[config.mk]
export PLATFORM = sky130hd
export DESIGN_NAME = cfgport_ctrl
export DESIGN_NICKNAME = d
export VERILOG_FILES = /design/src/rtl/cfgport_pkg.sv /design/src/rtl/cfg_gate_fsm.sv /design/src/rtl/cfg_id_rom.sv /design/src/rtl/cfg_regs.sv /design/src/rtl/cfgport_ctrl.sv
export SDC_FILE = /design/constraint.sdc
export NUM_CORES = 1
export LEC_CHECK = 0
export BUFFER_PORTS_ARGS = -buffer_cell sky130_fd_sc_hd__buf_2
export CAP_MARGIN = 15
export CORE_ASPECT_RATIO = 0.8
export CORE_MARGIN = 2
export CORE_UTILIZATION = 49
export DETAILED_ROUTE_END_ITERATION = 7
export PLACE_DENSITY = 0.79
export SLEW_MARGIN = 25
export SYNTH_ARGS = -nofsm -noshare
export SYNTH_HDL_FRONTEND = slang
export SYNTH_SLANG_ARGS = --single-unit
[constraint.sdc]
create_clock -name clk -period 1.6 [get_ports clk]
set_input_delay 0.08 -clock clk [delete_from_list [all_inputs] [get_ports clk]]
set_output_delay 0.08 -clock clk [all_outputs]
set_load 0.03 [all_outputs]
[src/rtl/cfgport_pkg.sv]
package cfgport_pkg;

    typedef enum logic [1:0] {
        ST_LOCKED   = 2'd0,
        ST_HALF_KEY = 2'd1,
        ST_OPEN     = 2'd2
    } gate_state_t;

    localparam int unsigned BYTE_W       = 8;
    localparam logic [7:0]  KEY_UNLOCK   = 8'h87;
    localparam logic [7:0]  KEY_LOCK     = 8'hAA;
    localparam logic [7:0]  REG_LDSEL    = 8'h07;
    localparam logic [7:0]  REG_DEVID_HI = 8'h20;
    localparam logic [7:0]  REG_DEVID_LO = 8'h21;
    localparam logic [7:0]  REG_REV      = 8'h22;
    localparam logic [7:0]  REG_MFG_HI   = 8'h23;
    localparam logic [7:0]  REG_MFG_LO   = 8'h24;
    localparam logic [7:0]  DEV_WINDOW   = 8'h30;
    localparam logic [15:0] MFG_ID       = 16'h1934;
    localparam logic [7:0]  CLOSED_BYTE  = 8'hFF;

endpackage

[src/rtl/cfg_gate_fsm.sv]
module cfg_gate_fsm
    import cfgport_pkg::*;
(
    input  logic              clk,
    input  logic              rst_n,
    input  logic              idx_wr,
    input  logic [BYTE_W-1:0] wbyte,
    output logic              unlocked,
    output logic              idx_load
);
    gate_state_t state_q, state_d;

    always_comb begin
        state_d = state_q;
        if (idx_wr) begin
            unique case (state_q)
                ST_LOCKED:   state_d = (wbyte == KEY_UNLOCK) ? ST_HALF_KEY : ST_LOCKED;
                ST_HALF_KEY: state_d = (wbyte == KEY_UNLOCK) ? ST_OPEN : ST_LOCKED;
                ST_OPEN:     state_d = (wbyte == KEY_LOCK) ? ST_LOCKED : ST_OPEN;
                default:     state_d = ST_LOCKED;
            endcase
        end
    end

    always_ff @(posedge clk) begin
        if (!rst_n) state_q <= ST_LOCKED;
        else        state_q <= state_d;
    end

    always_comb begin
        unlocked = 1'b0;
        idx_load = 1'b0;
        unique case (state_q)
            ST_LOCKED, ST_HALF_KEY: begin
                unlocked = 1'b0;
                idx_load = 1'b0;
            end
            ST_OPEN: begin
                unlocked = 1'b1;
                idx_load = idx_wr && (wbyte != KEY_LOCK);
            end
            default: begin
                unlocked = 1'b0;
                idx_load = 1'b0;
            end
        endcase
    end

    // entering OPEN is always preceded by an unlock key write
    a_r1_open_after_key: assert property (@(posedge clk) disable iff (!rst_n)
        (state_q == ST_OPEN && $past(state_q) != ST_OPEN) |->
            ($past(idx_wr) && $past(wbyte) == KEY_UNLOCK && $past(state_q) == ST_HALF_KEY));

    // a foreign index byte after one key drops back to locked
    a_r2_key_broken: assert property (@(posedge clk) disable iff (!rst_n)
        (state_q == ST_HALF_KEY && idx_wr && wbyte != KEY_UNLOCK) |=> state_q == ST_LOCKED);

    // lock key closes access
    a_r3_lock_key: assert property (@(posedge clk) disable iff (!rst_n)
        (state_q == ST_OPEN && idx_wr && wbyte == KEY_LOCK) |=> !unlocked);
endmodule

[src/rtl/cfg_id_rom.sv]
module cfg_id_rom
    import cfgport_pkg::*;
#(
    parameter int unsigned VARIANT  = 0,
    parameter logic [7:0]  REVISION = 8'h11
) (
    input  logic [BYTE_W-1:0] reg_num,
    output logic              hit,
    output logic [BYTE_W-1:0] value
);
    logic [15:0] dev_id;

    generate
        if (VARIANT == 0) begin : g_var_a
            assign dev_id = 16'h0541;
        end else begin : g_var_b
            assign dev_id = 16'h0909;
        end
    endgenerate

    always_comb begin
        hit   = 1'b1;
        value = 8'h00;
        unique case (reg_num)
            REG_DEVID_HI: value = dev_id[15:8];
            REG_DEVID_LO: value = dev_id[7:0];
            REG_REV:      value = REVISION;
            REG_MFG_HI:   value = MFG_ID[15:8];
            REG_MFG_LO:   value = MFG_ID[7:0];
            default: begin
                hit   = 1'b0;
                value = 8'h00;
            end
        endcase
    end
endmodule

[src/rtl/cfg_regs.sv]
module cfg_regs
    import cfgport_pkg::*;
#(
    parameter int unsigned VARIANT  = 0,
    parameter logic [7:0]  REVISION = 8'h11
) (
    input  logic              clk,
    input  logic              rst_n,
    input  logic              unlocked,
    input  logic              idx_load,
    input  logic              io_wr,
    input  logic              io_rd,
    input  logic              io_addr,
    input  logic [BYTE_W-1:0] io_wdata,
    output logic [BYTE_W-1:0] io_rdata,
    output logic [BYTE_W-1:0] dev_sel,
    output logic              dev_wr,
    output logic              dev_rd,
    output logic [BYTE_W-1:0] dev_addr,
    output logic [BYTE_W-1:0] dev_wdata,
    input  logic [BYTE_W-1:0] dev_rdata
);
    logic [BYTE_W-1:0] index_q;
    logic [BYTE_W-1:0] ldsel_q;
    logic [BYTE_W-1:0] rom_val;
    logic              rom_hit;
    logic              in_window;
    logic              dat_wr_ok;
    logic              dat_rd_ok;
    logic [BYTE_W-1:0] read_val;

    cfg_id_rom #(.VARIANT(VARIANT), .REVISION(REVISION)) u_rom (
        .reg_num (index_q),
        .hit     (rom_hit),
        .value   (rom_val)
    );

    assign in_window = (index_q >= DEV_WINDOW);
    assign dat_wr_ok = unlocked && io_wr && io_addr;
    assign dat_rd_ok = unlocked && io_rd && io_addr;

    assign dev_wr    = dat_wr_ok && in_window;
    assign dev_rd    = dat_rd_ok && in_window;
    assign dev_addr  = index_q;
    assign dev_wdata = io_wdata;
    assign dev_sel   = ldsel_q;

    always_ff @(posedge clk) begin
        if (!rst_n) begin
            index_q <= 8'h00;
            ldsel_q <= 8'h00;
        end else begin
            if (idx_load)
                index_q <= io_wdata;
            if (dat_wr_ok && index_q == REG_LDSEL)
                ldsel_q <= io_wdata;
        end
    end

    always_comb begin
        if (!unlocked)
            read_val = CLOSED_BYTE;
        else if (!io_addr)
            read_val = index_q;
        else if (in_window)
            read_val = dev_rdata;
        else if (index_q == REG_LDSEL)
            read_val = ldsel_q;
        else if (rom_hit)
            read_val = rom_val;
        else
            read_val = 8'h00;
    end

    always_ff @(posedge clk) begin
        if (!rst_n)     io_rdata <= CLOSED_BYTE;
        else if (io_rd) io_rdata <= read_val;
    end

    // select register changes only on an open data write to 0x07
    a_r6_ldsel_guarded: assert property (@(posedge clk) disable iff (!rst_n)
        !(unlocked && io_wr && io_addr && index_q == REG_LDSEL) |=> $stable(ldsel_q));

    // a closed read yields the closed byte
    a_r4_closed_read: assert property (@(posedge clk) disable iff (!rst_n)
        (io_rd && !unlocked) |=> io_rdata == CLOSED_BYTE);
endmodule

[src/rtl/cfgport_ctrl.sv]
module cfgport_ctrl
    import cfgport_pkg::*;
#(
    parameter int unsigned VARIANT  = 0,
    parameter logic [7:0]  REVISION = 8'h11
) (
    input  logic       clk,
    input  logic       rst_n,
    input  logic       io_wr,
    input  logic       io_rd,
    input  logic       io_addr,
    input  logic [7:0] io_wdata,
    output logic [7:0] io_rdata,
    output logic [7:0] dev_sel,
    output logic       dev_wr,
    output logic       dev_rd,
    output logic [7:0] dev_addr,
    output logic [7:0] dev_wdata,
    input  logic [7:0] dev_rdata
);
    logic unlocked;
    logic idx_load;

    cfg_gate_fsm u_gate (
        .clk      (clk),
        .rst_n    (rst_n),
        .idx_wr   (io_wr && !io_addr),
        .wbyte    (io_wdata),
        .unlocked (unlocked),
        .idx_load (idx_load)
    );

    cfg_regs #(.VARIANT(VARIANT), .REVISION(REVISION)) u_regs (
        .clk       (clk),
        .rst_n     (rst_n),
        .unlocked  (unlocked),
        .idx_load  (idx_load),
        .io_wr     (io_wr),
        .io_rd     (io_rd),
        .io_addr   (io_addr),
        .io_wdata  (io_wdata),
        .io_rdata  (io_rdata),
        .dev_sel   (dev_sel),
        .dev_wr    (dev_wr),
        .dev_rd    (dev_rd),
        .dev_addr  (dev_addr),
        .dev_wdata (dev_wdata),
        .dev_rdata (dev_rdata)
    );

    // no device strobes while closed
    a_r10_quiet_when_closed: assert property (@(posedge clk) disable iff (!rst_n)
        !unlocked |-> (!dev_wr && !dev_rd));
endmodule

==> summary.txt, run 1 <==
Final layout
  • Net total in the final layout: between 200 and 250
  • Synth-to-Final Area Change: 28.6%
  • Area occupied by multi-input gates: 867 um2
  • # diodes: 0
  • Leading cell types in the layout, fill and taps excluded: 54 x sky130_fd_sc_hd__buf_2, 19 x sky130_fd_sc_hd__dfxtp_1, 18 x sky130_fd_sc_hd__nor2b_1, 15 x sky130_fd_sc_hd__mux2i_1
  • Layout cell share with drive strength beyond 1: a little over two fifths
  • Final Cell Area: 0.00191 mm2
  • Register area: 534 um2
  • Final design utilization: 67.5%
  • Filler cell count: 229
  • Most common library cell in the layout ignoring fill and taps: sky130_fd_sc_hd__buf_2
  • Post-route insts no fill: 252

Power
  • Power per standard cell area: between 500 and 600 mW/mm2
  • Static power due to leakage: about 0.74 nW
  • Highest ir drop seen on vdd: roughly 0.48 mV

Clock network
  • Clk_lat worst skew: 270 ps
  • H-Tree Depth: 1
  • CTS tree: built
  • Bufs on Longest Clock Path: 2
  • Clock root buffer master: sky130_fd_sc_hd__clkbuf_8
  • Number of buffers added by the clock tree synthesis step: 3
  • Clock transition time at the flip-flop clock pins of the worst setup and hold paths: 90 ps
  • Quantity of hold-fixing buffers added after cts: 0
  • Number of clock sinks: 26

Synthesis
  • Net count after synthesis: 179
  • Post-synth EDFFs: 0
  • Combined area of all synthesized cells: between 0.001 and 0.0015 mm2
  • Library cells used by synthesis: 45
  • Fraction of the yosys area taken by sequential cells: approximately a third
  • Post-synthesis area per instance: roughly 9.4 um2
  • Flop and latch count out of synthesis: 26
  • Number of warning messages in the yosys log: 0
  • Top FF cell, synth: sky130_fd_sc_hd__dfxtp_1
  • Proportion of synthesized flip-flops having asynchronous set or reset: 0%
  • Cell count after synthesis: 158

STA
  • Hold Fails Final Rpt: 0
  • Max Clock Skew: 9.29 ps
  • Unrepaired setup endpoints after global routing: true
  • Max Freq: roughly 630 MHz
  • Accumulated negative setup slack: 0 ps
  • Actual slew at the worst max-slew pin: 353 ps
  • Count of final setup violators: 0
  • Minimum clock period: approximately 1600 ps
  • Share of the cycle needed by the critical path after routing: around 100%
  • Slew Limit Fails: 0
  • Worst rel slew slack: 76.4%
  • Final hold slack: 109 ps

GRT
  • Antenna violations before repair: 0
  • Pin count of the biggest net entering global routing: 17
  • Tot GR Track Use: around 25%
  • Via count of the first global-routing pass: 1346
  • Global-route wire length before repair: ~6.7 mm
  • Remaining Overflow, GRT: 0

Worst setup path
  • Type of the setup path with the least slack: reg2reg
  • CP endpoint kind: flip-flop
  • Nature of the critical path startpoint: flip-flop
  • Worst endpoint required time: 1760 ps
  • Setup crit start: u_regs.dev_addr[4]
  • Critical path peak fanout: 8
  • Launch instance of the worst register-to-register path: u_regs.dev_addr[4]
  • Data arrival time of the critical path: approximately 1800 ps

Die
  • Die area: approximately 0.0035 mm2
  • Height of the chip: 53.2 um
  • Total number of placement rows: 17
  • Initial cell density of the core: about 52%
  • Die boundary width: ~66 um
  • Core Box Area: around 0.0028 mm2
  • Number of ports placed on the die boundary: 55

Route
  • Number of design-rule violations left by the first detailed-router iteration: 179
  • Total number of vias: 1471
  • Number of detailed-routing iterations run before antenna repair: 6
  • Count of antenna-violating nets left after detailed routing: 0
  • Via density per instance: around 6
  • Routed len/inst: around 17 um
  • Total wirelength of the detailed-routed design: 4.34 mm
  • Residual DRC: 0

Hold path
  • Type of the worst min-delay path: in2reg
  • Hold Crit Start: io_wdata[6]

Placement
  • Number of input and output port buffers inserted: 54
  • Cells after DPL: 246
  • Half-perimeter wire length of the detailed placement result: 3.20 mm
  • Placed cell area: roughly 0.0018 mm2
  • Final weighted congestion in routability-driven placement: 0.903

Flow run
  • MaxCap Viol Count: 0

Status
  • Run status: finished, final reports clean
==> stage by stage <==
stage	power, mW	setup slack, ps
2_1_floorplan	0.728	25.8
3_3_place_gp	0.765	73.2
3_5_place_dp	0.767	11.0
4_1_cts	1.12	14.7
5_1_grt	1.15	-26.7
6_report	1.12	15.2
==> cell usage after synthesis, drive strengths merged, types with 2 or more instances <==
cell type	instances	area share (%)
dfxtp	26	35
nor2b	18	7.6
mux2i	16	11
o21ai	13	4.4
buf	10	5.3
clkbuf	7	1.8
o22ai	6	2.5
nand2	5	1.3
nor2	5	1.3
nor3	5	1.7
a221oi	4	2.4
nand2b	3	1.3
nand4b	3	1.8
a211oi	2	1.0
a41oi	2	2.4
inv	2	0.51
nand3b	2	1.0
nand4bb	2	1.5
nor4b	2	2.2
o2111ai	2	1.2
o211ai	2	1.0
==> final timing paths <==
kind              slack, ps  cells past startpoint                  to
hold reg to reg         540                      2  u_regs.io_rdata[0]
setup / recovery         20                      5   u_regs.dev_sel[5]
setup reg to reg         20                      5   u_regs.dev_sel[5]
hold / removal          110                      3  u_regs.dev_addr[6]
==> state kept, by name, summed over array words and instances (netlist names) <==
register / flops
u_gate.state_q: 2
u_regs.dev_addr: 8
u_regs.dev_sel: 8
u_regs.io_rdata: 8
==> cell type report <==
class                      count  area share (%)
clock buffer                   3            2.16
inverter                       2           0.393
multi-input combinational    113            45.4
sequential                    26            28.0
tap                           38            2.49
timing repair buffer          70            21.6
==> critical path, cell delays in order (launching register included) <==
cell	delay, ps
sky130_fd_sc_hd__dfxtp_2	330
sky130_fd_sc_hd__or3_4	400
sky130_fd_sc_hd__nor4b_4	290
sky130_fd_sc_hd__buf_12	180
sky130_fd_sc_hd__mux2i_2	210
sky130_fd_sc_hd__nor2b_1	60
==> power breakdown <==
group	internal, mW	leakage (nW)	switching, mW
registers	0.643	0.214	0.0000267
clock network	0.169	0.0216	0.203
logic	0.0392	0.506	0.0676
total	0.851	0.741	0.271
==> per-layer routing <==
layer | GRT usage [%] | share of wire, % | vias up
met5 | 0 | 0 | -
met4 | 5.21 | 1.1 | 0
met3 | 5.53 | 9.8 | 10
met2 | 42.0 | 46 | 87
met1 | 34.2 | 43 | 674
li1 | - | - | 700
==> cells by family after synthesis <==
family	Yosys count	share of synthesized area [%]
AND/OR/NAND/NOR	57	26.3
AO/OA/AOI/OAI	40	20.3
flip-flops	26	35.0
buffers and inverters	19	7.58
multiplexers	16	10.8
==> repair_timing <==
action                                  4_1_cts  5_1_grt
endpoints found under the setup margin        2       11
setup buffers                                 1        2
resized for setup                             1        7
pin swaps                                     0        1
(Power assumes the default switching activity.)
==> run 2, diff against run 1 <==
--- a/config.mk
+++ b/config.mk
@@ -11,8 +11,9 @@
 export CORE_MARGIN = 2
 export CORE_UTILIZATION = 49
 export DETAILED_ROUTE_END_ITERATION = 7
-export PLACE_DENSITY = 0.79
+export PLACE_DENSITY = 0.78
 export SLEW_MARGIN = 25
 export SYNTH_ARGS = -nofsm -noshare
 export SYNTH_HDL_FRONTEND = slang
+export SYNTH_HIERARCHICAL = 1
 export SYNTH_SLANG_ARGS = --single-unit
==> run 2 against run 1 <==
Effect of this change:
- the flow now finishes with violations (setup timing)
- synthesized cell count up 16%
- design area is 10% higher
- cell count grew 13%
- largest power group unchanged
==> summary.txt, run 2 <==
STA
  • Final hold slack: 112 ps (+3.57 ps)
  • Setup WS post-layout: -250 ps (-265 ps)
  • Share of the cycle needed by the critical path after routing: 116% (+17 points)
  • Max Freq: 541 MHz (-14%)
  • Unrepaired setup endpoints after global routing: true
  • Accumulated negative setup slack: -1230 ps (-1230 ps)
  • Count of final setup violators: 6 (+6)
  • Slew Limit Fails: 0 (unchanged)
  • Max Clock Skew: 4.22 ps (-5.07 ps)
  • Minimum clock period: 1850 ps (+265 ps)
  • Hold Fails Final Rpt: 0 (unchanged)

Synthesis
  • Proportion of synthesized flip-flops having asynchronous set or reset: 0% (unchanged)
  • Cell type with the largest total area after synthesis: sky130_fd_sc_hd__dfxtp_1
  • Cell count after synthesis: 183 (+16%)
  • Leading post-synthesis cells by cell area: sky130_fd_sc_hd__dfxtp_1 32%, sky130_fd_sc_hd__mux2i_1 9.8%, sky130_fd_sc_hd__nor2b_1 6.5%
  • Post-synthesis area per instance: 8.89 um2 (-5.4%)
  • Flop and latch count out of synthesis: 26 (unchanged)
  • Most numerous cell in the Yosys netlist: sky130_fd_sc_hd__dfxtp_1
  • Commonest cells post-synth: 26 x sky130_fd_sc_hd__dfxtp_1, 17 x sky130_fd_sc_hd__nor2b_1, 16 x sky130_fd_sc_hd__a21oi_1, 16 x sky130_fd_sc_hd__mux2i_1
  • Fraction of the yosys area taken by sequential cells: 32.0% (-3.0 points)
  • Post-synth EDFFs: 0 (unchanged)
  • Combined area of all synthesized cells: 0.00163 mm2 (+9.5%)
  • Library cells used by synthesis: 42 (-6.7%)
  • Area share of the largest cell type after synthesis: 32.0% (-3.0 points)
  • Top FF cell, synth: sky130_fd_sc_hd__dfxtp_1
  • Number of warning messages in the yosys log: 6 (+6)

Clock network
  • Bufs on Longest Clock Path: 2 (unchanged)
  • Number of clock sinks: 26 (unchanged)
  • Number of buffers added by the clock tree synthesis step: 3 (unchanged)
  • CTS tree: built
  • Clock root buffer master: sky130_fd_sc_hd__clkbuf_8
  • Clock transition time at the flip-flop clock pins of the worst setup and hold paths: 90 ps (about the same)
  • Quantity of hold-fixing buffers added after cts: 0 (unchanged)
  • H-Tree Depth: 1 (unchanged)
  • Clk_lat worst skew: 270 ps (about the same)

Route
  • Total wirelength of the detailed-routed design: 4.58 mm (+5.6%)
  • Number of detailed-routing iterations run before antenna repair: 4 (-2)
  • Via density per instance: 5.71 (-2.2%)
  • Routed len/inst: 16.1 um (-6.6%)
  • Count of antenna-violating nets left after detailed routing: 0 (unchanged)
  • Number of design-rule violations left by the first detailed-router iteration: 104 (-42%)
  • Total number of vias: 1627 (+11%)
  • Residual DRC: 0 (unchanged)

Worst setup path
  • Nature of the critical path startpoint: flip-flop
  • CP endpoint kind: flip-flop
  • Worst endpoint required time: 1780 ps (+20 ps)
  • Type of the setup path with the least slack: reg2reg
  • Data arrival time of the critical path: 2030 ps (+280 ps)
  • Critical path peak fanout: 7 (-1)

GRT
  • Tot GR Track Use: 23.6% (-1.8 points)
  • Pin count of the biggest net entering global routing: 27 (+10)
  • Global-route wire length before repair: 6.84 mm (+2.1%)
  • Via count of the first global-routing pass: 1453 (+7.9%)
  • Antenna violations before repair: 0 (unchanged)
  • Remaining Overflow, GRT: 0 (unchanged)

Die
  • Die area: 0.00380 mm2 (+8.9%)
  • Number of ports placed on the die boundary: 55 (unchanged)
  • Initial cell density of the core: 52.0% (-0.54 points)
  • Core Box Area: 0.00313 mm2 (+11%)
  • Total number of placement rows: 18 (+1)
  • Height of the chip: 55.5 um (+4.3%)
  • Die boundary width: 68.4 um (+4.4%)

Status
  • Run status: finished with violations
  • Failing checks: setup timing

Final layout
  • Layout cell share with drive strength beyond 1: 43.7% (+1.2 points)
  • Leading cell types in the layout, fill and taps excluded: 52 x sky130_fd_sc_hd__buf_2, 24 x sky130_fd_sc_hd__buf_4, 19 x sky130_fd_sc_hd__dfxtp_1, 17 x sky130_fd_sc_hd__nor2b_1, 16 x sky130_fd_sc_hd__mux2i_1
  • Net total in the final layout: 267 (+13%)
  • Post-route insts no fill: 285 (+13%)
  • Synth-to-Final Area Change: 29.6%
  • Most common library cell in the layout ignoring fill and taps: sky130_fd_sc_hd__buf_2
  • # diodes: 0 (unchanged)

Placement
  • Setup slack after placement: -299 ps (-310 ps)
  • Cells after DPL: 273 (+11%)
  • Number of input and output port buffers inserted: 54 (unchanged)
  • Final weighted congestion in routability-driven placement: 0.869 (-3.7%)
  • Half-perimeter wire length of the detailed placement result: 3.17 mm (-1.1%)

Power
  • Power per standard cell area: 536 mW/mm2 (-8.7%)
  • Static power due to leakage: 0.983 nW (+33%)
  • Highest ir drop seen on vdd: 0.456 mV (-5.9%)
  • Total Power Consumption: 1.13 mW (+0.74%)

Hold path
  • Type of the worst min-delay path: in2reg

Flow run
  • MaxCap Viol Count: 0 (unchanged)
==> run 2: cell count changes after synthesis, sizes merged, moves of 7 or more <==
cell    change
a31oi       +7
a21o        +7
buf         +7
o21ai      -13
o311ai      +8
a21oi      +16
nand3       +8
==> run 2: cell type report <==
type                    count  area (um2)
multi-input cells         135         987
clock buffers               3        41.3
inverters                   1        3.75
flip-flops and latches     26         539
repair buffers             79         483
fillers                   267        1020
well taps                  40        50.0
clock inverters             1        3.75
==> run 2: timing repair <==
item / 4_1_cts / 5_1_grt
gates cloned: 0 / 0
pin swaps: 1 / 7
endpoints found under the setup margin: 9 / 17
setup buffers: 0 / 8
gates resized for setup: 5 / 8
==> run 2: worst max-delay path: stages (launching register included) <==
cell and delay [ps]:
sky130_fd_sc_hd__dfxtp_4 350, sky130_fd_sc_hd__or4b_4 600, sky130_fd_sc_hd__nor3_2 140, sky130_fd_sc_hd__buf_4 170, sky130_fd_sc_hd__nand2_1 70, sky130_fd_sc_hd__a21oi_2 100
sky130_fd_sc_hd__a31oi_1 60, sky130_fd_sc_hd__o311ai_1 280
==> run 2: stage by stage <==
step	utilization, %	area, um2
3_5_place_dp	62.4	1950
5_1_grt	67.3	2110
4_1_cts	64.3	2010
3_3_place_gp	62.4	1950
6_report	67.3	2110
2_1_floorplan	-	1660
==> run 2: report_power, final <==
| group | total (mW) | switching, mW | leakage [nW] | internal, mW |
|---|---|---|---|---|
| Sequential | 0.640 | 0.0000256 | 0.214 | 0.640 |
| Combinational | 0.110 | 0.0698 | 0.746 | 0.0406 |
| Clock | 0.380 | 0.208 | 0.0231 | 0.172 |
==> run 2: kinds of logic after synthesis <==
group,after synthesis,synth area share (%)
other,1,0.231
buffers and inverters,23,9.77
DFF,26,32.0
muxes,16,9.85
and+or+nand+nor,71,28.8
AOI/OAI and AO/OA,46,19.3
==> run 2: final timing paths <==
| path | cells after the start | slack, ps | endpoint | startpoint |
|---|---|---|---|---|
| hold / removal | 3 | 110 | u_regs/dev_sel[7] | io_wdata[7] |
| hold reg to reg | 2 | 530 | u_gate/state_q[0] | u_gate/state_q[0] |
| setup / recovery | 7 | -250 | u_regs/io_rdata[0] | u_regs/dev_addr[7] |
| setup reg to reg | 7 | -250 | u_regs/io_rdata[0] | u_regs/dev_addr[7] |
==> run 2: layer usage <==
metal  track usage [%]  vias up  routed length (um)
met5                 0        -                   0
met4              5.71        0                  19
met3              4.89        2                 257
met2              37.1       53                2270
met1              32.7      788                2040
li1                  -      784                   -
